## config.mk

```make
export PLATFORM = sky130hd
export DESIGN_NAME = rxwm_dma_trig
export DESIGN_NICKNAME = d
export VERILOG_FILES = /design/src/rtl/rxwm_pkg.sv /design/src/rtl/rxwm_cfg.sv /design/src/rtl/rxwm_ring.sv /design/src/rtl/rxwm_blk_track.sv /design/src/rtl/rxwm_dma_trig.sv
export SDC_FILE = /design/constraint.sdc
export NUM_CORES = 1
export LEC_CHECK = 0
export BUFFER_PORTS_ARGS = -buffer_cell sky130_fd_sc_hd__buf_2
export CORE_UTILIZATION = 60
export CTS_CLUSTER_SIZE = 10
export DETAILED_ROUTE_END_ITERATION = 8
export GPL_TIMING_DRIVEN = 0
export PLACE_DENSITY_LB_ADDON = 0.12
export SYNTH_ARGS = -nofsm -noshare
export SYNTH_HDL_FRONTEND = slang
export SYNTH_SLANG_ARGS = --single-unit
```

## constraint.sdc

```tcl
create_clock -name clk -period 3.85 [get_ports clk]
set_clock_uncertainty 0.1 [all_clocks]
set_input_delay 0.9625 -clock clk [delete_from_list [all_inputs] [get_ports clk]]
set_output_delay 0.9625 -clock clk [all_outputs]
set_load 0.01 [all_outputs]
```

## src/rtl/rxwm_pkg.sv

```systemverilog
package rxwm_pkg;
   typedef enum logic [1:0] {
      ST_IDLE  = 2'd0,
      ST_REQ   = 2'd1,
      ST_DRAIN = 2'd2
   } drain_state_e;
endpackage

```

## src/rtl/rxwm_cfg.sv

```systemverilog
// Watermark legality check and clamp.
module rxwm_cfg #(
   parameter int NUM_BLKS = 4,
   parameter int WM_W     = 3
) (
   input  logic [WM_W-1:0] cfg_wm,
   output logic [WM_W-1:0] wm_eff,
   output logic            cfg_err
);
   localparam logic [WM_W-1:0] WM_MAX = WM_W'(NUM_BLKS - 1);

   always_comb begin
      cfg_err = (cfg_wm == '0) || (cfg_wm > WM_MAX);
      wm_eff  = cfg_err ? WM_MAX : cfg_wm;
   end
endmodule

```

## src/rtl/rxwm_ring.sv

```systemverilog
// Byte ring with one end-of-frame flag per entry.
module rxwm_ring #(
   parameter int DEPTH  = 64,
   parameter int DATA_W = 8
) (
   input  logic                       clk,
   input  logic                       rst_n,
   input  logic                       push,
   input  logic                       pop,
   input  logic [DATA_W:0]            din,
   output logic [DATA_W:0]            dout,
   output logic [$clog2(DEPTH+1)-1:0] fill
);
   localparam int PTR_W = (DEPTH > 1) ? $clog2(DEPTH) : 1;
   localparam int CNT_W = $clog2(DEPTH + 1);

   logic [DATA_W:0]  mem [DEPTH];
   logic [PTR_W-1:0] wp_q, rp_q, wp_nx, rp_nx;
   logic [CNT_W-1:0] cnt_q;

   generate
      if ((DEPTH & (DEPTH - 1)) == 0) begin : g_pow2
         assign wp_nx = wp_q + 1'b1;
         assign rp_nx = rp_q + 1'b1;
      end else begin : g_wrap
         assign wp_nx = (wp_q == PTR_W'(DEPTH - 1)) ? '0 : wp_q + 1'b1;
         assign rp_nx = (rp_q == PTR_W'(DEPTH - 1)) ? '0 : rp_q + 1'b1;
      end
   endgenerate

   always_ff @(posedge clk) begin
      if (push) mem[wp_q] <= din;
   end

   always_ff @(posedge clk) begin
      if (!rst_n) begin
         wp_q  <= '0;
         rp_q  <= '0;
         cnt_q <= '0;
      end else begin
         if (push) wp_q <= wp_nx;
         if (pop)  rp_q <= rp_nx;
         case ({push, pop})
            2'b10:   cnt_q <= cnt_q + 1'b1;
            2'b01:   cnt_q <= cnt_q - 1'b1;
            default: cnt_q <= cnt_q;
         endcase
      end
   end

   assign dout = mem[rp_q];
   assign fill = cnt_q;
endmodule

```

## src/rtl/rxwm_blk_track.sv

```systemverilog
// Counts whole blocks written since the last drain and flags a trigger.
module rxwm_blk_track #(
   parameter int BLK_BYTES = 16,
   parameter int WM_W      = 3
) (
   input  logic            clk,
   input  logic            rst_n,
   input  logic            wr_acc,
   input  logic            wr_eof,
   input  logic            clr,
   input  logic [WM_W-1:0] wm_eff,
   output logic            trig
);
   localparam int OFF_W = $clog2(BLK_BYTES);

   logic [OFF_W-1:0] off_q;
   logic [WM_W-1:0]  blk_q;
   logic             blk_end;
   logic [WM_W:0]    blk_inc;

   assign blk_end = (off_q == OFF_W'(BLK_BYTES - 1));
   assign blk_inc = {1'b0, blk_q} + 1'b1;
   assign trig    = wr_acc && (wr_eof || (blk_end && (blk_inc >= {1'b0, wm_eff})));

   always_ff @(posedge clk) begin
      if (!rst_n) begin
         off_q <= '0;
         blk_q <= '0;
      end else begin
         if (wr_acc) off_q <= blk_end ? '0 : off_q + 1'b1;
         if (clr)
            blk_q <= '0;
         else if (wr_acc && blk_end && (blk_q != '1))
            blk_q <= blk_q + 1'b1;
      end
   end
endmodule

```

## src/rtl/rxwm_dma_trig.sv

```systemverilog
module rxwm_dma_trig
   import rxwm_pkg::*;
#(
   parameter int BLK_BYTES = 16,
   parameter int NUM_BLKS  = 4,
   parameter int DATA_W    = 8,
   parameter int WM_W      = $clog2(NUM_BLKS + 1)
) (
   input  logic              clk,
   input  logic              rst_n,
   input  logic [WM_W-1:0]   cfg_hiwm,
   output logic              cfg_error,
   input  logic              wr_en,
   input  logic [DATA_W-1:0] wr_data,
   input  logic              wr_eof,
   output logic              overflow,
   output logic              dma_req,
   input  logic              dma_ack,
   input  logic              rd_pop,
   output logic              rd_valid,
   output logic [DATA_W-1:0] rd_data,
   output logic              rd_eof
);
   localparam int DEPTH = BLK_BYTES * NUM_BLKS;
   localparam int CNT_W = $clog2(DEPTH + 1);

   generate
      if (NUM_BLKS < 2)        begin : g_bad_blks  $error("NUM_BLKS must be at least 2");  end
      if (BLK_BYTES < 2)       begin : g_bad_size  $error("BLK_BYTES must be at least 2"); end
      if (DATA_W < 1)          begin : g_bad_width $error("DATA_W must be positive");      end
      if ((1 << WM_W) <= NUM_BLKS) begin : g_bad_wm $error("WM_W too narrow for NUM_BLKS"); end
   endgenerate

   drain_state_e     st_q;
   logic [CNT_W-1:0] fill_cnt;
   logic             full, wr_acc, pop, trig, clr, ovf_q;
   logic [WM_W-1:0]  wm_eff;
   logic [DATA_W:0]  head;

   assign full     = (fill_cnt == CNT_W'(DEPTH));
   assign wr_acc   = wr_en && !full;
   assign rd_valid = (st_q == ST_DRAIN) && (fill_cnt != '0);
   assign pop      = rd_pop && rd_valid;
   assign clr      = (st_q == ST_DRAIN) && (fill_cnt == '0) && !wr_acc;

   rxwm_cfg #(.NUM_BLKS(NUM_BLKS), .WM_W(WM_W)) u_cfg (
      .cfg_wm  (cfg_hiwm),
      .wm_eff  (wm_eff),
      .cfg_err (cfg_error)
   );

   rxwm_blk_track #(.BLK_BYTES(BLK_BYTES), .WM_W(WM_W)) u_track (
      .clk    (clk),
      .rst_n  (rst_n),
      .wr_acc (wr_acc),
      .wr_eof (wr_eof),
      .clr    (clr),
      .wm_eff (wm_eff),
      .trig   (trig)
   );

   rxwm_ring #(.DEPTH(DEPTH), .DATA_W(DATA_W)) u_ring (
      .clk   (clk),
      .rst_n (rst_n),
      .push  (wr_acc),
      .pop   (pop),
      .din   ({wr_eof, wr_data}),
      .dout  (head),
      .fill  (fill_cnt)
   );

   always_ff @(posedge clk) begin
      if (!rst_n) begin
         st_q  <= ST_IDLE;
         ovf_q <= 1'b0;
      end else begin
         if (wr_en && full) ovf_q <= 1'b1;
         case (st_q)
            ST_IDLE:  if (trig)    st_q <= ST_REQ;
            ST_REQ:   if (dma_ack) st_q <= ST_DRAIN;
            ST_DRAIN: if (clr)     st_q <= ST_IDLE;
            default:               st_q <= ST_IDLE;
         endcase
      end
   end

   assign dma_req  = (st_q != ST_IDLE);
   assign overflow = ovf_q;
   assign rd_data  = head[DATA_W-1:0];
   assign rd_eof   = head[DATA_W];
endmodule

```

==> flow_summary.ini <==
[pwr]
combPwrFrac = 0.023
seqPwrFrac = 0.538
cellInternalPower_w = 0.0109
power.switching_w = 0.00269
power_per_cell_area_mw_per_mm2 = 480
clkPwrFrac = 0.439
leakage_nw = 8.79
irDropWorstVdd_mv = 0.423
swShare = 0.198

[placed_design]
portBuffers = 29
placedCellCount = 1827
placed_cell_area_mm2 = 0.0252
gp_congestion = 0.985
place_hpwl_um = 37400
place_ws_ps = -539

[grt]
grt_pass1_wl_um = 86500
grt_max_degree = 66
antenna_found_initial = 0
grt_overflow = 0
grtUsageTotal = 0.301
grt_pass1_vias = 12700

[critical_path]
cp-end-kind = output port
reg2regPathDepth = 6
arrival_ps = 2960
cp.required_ps = 2790
critPathMaxFanout = 6
critPathKind = reg -> out
crit_path_start_kind = flop

[sta]
worst_slack_ps = -174
slew_headroom = 0.0981
drv_slew = 0
grt_setup_unrepaired = yes
worst_pin_slew_ps = 1350
setup_tns_ps = -799
setup_viol = 11
hold-worst-slack_ps = 377
fmax_ghz = 0.249
finalCritPeriodShare = 1.05
final.min_clock_period_ps = 4020
finalHoldViolCount = 0

[synthesis]
ys_seq_elements = 611
synth_cells = 1273
synth_common_cells = edfxtp_1 (576), mux4_2 (115), nor2_1 (86)
synthesis.nets = 1305
synthArstFlopShare = 0
yosysMostFrequentCell = edfxtp_1
synth_area_per_cell_um2 = 19.1
synth.area.top_cells = edfxtp_1 (71%), mux4_2 (11%), dfxtp_1 (2.9%), mux2i_1 (2.2%), nor2_1 (1.3%)
synth_seq_area_share = 0.739
synth_warnings = 0
synth.distinct_cells = 69
synth_top_area_frac = 0.710
synth_area_mm2 = 0.0244
synth_edf_count = 576
synth_area_leader_cell = edfxtp_1
synth_ff_type = edfxtp_1

[cells_and_area]
final_area_mm2 = 0.0283
finalNonFillerCells = 1952
n_antenna_cell = 0
synthToLayoutAreaGrowth_pct = 16.1
fillers = 2394
final_nets = 1429
drive_gt1_frac = 0.283

[clock_tree]
clock_path_buffers = 3
worstSkewPairLatency_ps = 600
tritoncts = yes
htree_levels = 3
numCtsBuffers = 71
cts.sink_count = 611
path_clk_slew_ps = 60
cts_root_buf = clkbuf_16

[route]
wl_per_cell_um = 31.1
drc = 0
ant_nets = 0
vias = 13100
firstDrtPassIters = 6
via_per_inst = 6.71
drt_iter0_markers = 1641
routed_wl_um = 60700

[floorplan]
dieArea_mm2 = 0.0414
num_io_pins = 30
row_count = 73
core-area_mm2 = 0.0399
die_height_um = 204
start_util = 0.610
fp.dieW_um = 204

[status]
status = complete, but fails checks
violations = setup timing

[flow_run]
maxCapViolations = 0

[hold_path]
hold_path_class = reg -> reg
worst_hold_path.num_cells = 1
[cells in the final DEF, fill, tap and decap left out, drive strengths merged, types with 4 or more instances in the layout]
cell type / count
a2111oi: 6
a211oi: 7
a21oi: 22
a221oi: 8
a22o: 6
a22oi: 29
a31oi: 8
and2: 22
buf: 100
clkbuf: 116
dfxtp: 35
edfxtp: 576
ha: 14
inv: 11
mux2i: 53
mux4: 123
nand2: 40
nand2b: 13
nand3: 17
nand3b: 4
nand4: 4
nor2: 87
nor2b: 21
nor3: 7
nor3b: 4
o21ai: 12
o22ai: 13
or2: 5
or3: 7
xnor2: 9
xor2: 6
[kinds of logic after synthesis]
kind of cell             share of synthesized area
AO/OA/AOI/OAI                               0.0407
flip-flops                                   0.739
adder cells (fa/ha/maj)                    0.00801
buffers and inverters                       0.0202
AND/OR/NAND/NOR                             0.0498
other                                     0.000154
XOR/XNOR                                   0.00539
multiplexers                                 0.137
[what timing repair did]
| item | CTS | global route |
|---|---|---|
| gates cloned | 3 | 2 |
| gates resized for setup | 118 | 92 |
| pin swaps | 17 | 13 |
| setup endpoints to repair | 14 | 239 |
| hold buffers | 0 | 0 |
| setup buffers | 5 | 16 |
| hold endpoints to repair | 0 | 0 |
[final cells by class]
type	instances	area, um^2	area share
Timing Repair Buffer	54	443	0.0157
Multi-Input combinational cell	586	6390	0.226
Clock inverter	5	35.0	0.00124
Buffer	64	756	0.0267
Sequential cell	611	18000	0.637
Tap cell	525	657	0.0232
Inverter	9	33.8	0.00119
Clock buffer	98	1960	0.0694
[power by group through the flow]
stage	sequential (W)	combinational [W]	clock, W
after floorplan	0.00744	0.000122	0
after global placement	0.00744	0.000279	0
after detailed placement	0.00745	0.000290	0
after CTS	0.00731	0.000300	0.00602
after global routing	0.00731	0.000332	0.00625
final	0.00731	0.000312	0.00597
[sequential cells by signal, indices dropped and copies added, names as in the netlist, named ones only]
signal         cells
u_ring.wp_q        6
overflow           1
u_ring.fill        7
u_track.off_q      4
u_ring.mem       576
u_ring.rp_q        6
u_track.blk_q      3
st_q               2
[worst max-delay path: stages, from the launching register on]
cell and delay (ps):
dfxtp_4 360, buf_12 150, buf_12 170, buf_12 140, mux4_2 570, a221oi_4 370, o22ai_2 150, a31o_1 270
buf_2 170
[path summary, 6_finish.rpt]
path                       start                end  slack (ps)
setup / recovery            flop             rd_eof        -170
hold / removal           st_q[1]            st_q[0]         380
setup reg to reg  u_ring.fill[0]  u_ring.mem[27][2]           0
hold reg to reg          st_q[1]            st_q[0]         380
[per-stage QoR]
step | power (W) | util
CTS | 0.0136 | 0.696
global placement | 0.00772 | 0.631
finish | 0.0136 | 0.709
global route | 0.0139 | 0.709
floorplan | 0.00756 | -
detailed placement | 0.00774 | 0.631
[metal layers]
metal | GRT usage | vias up | share of wire
met1 | 0.420 | 6762 | 0.39
met2 | 0.469 | 774 | 0.48
met4 | 0.120 | 0 | 0.037
li1 | - | 5421 | -
met3 | 0.0652 | 138 | 0.096
met5 | 0 | - | 0
Note: power is estimated with default switching activity, not from simulation.
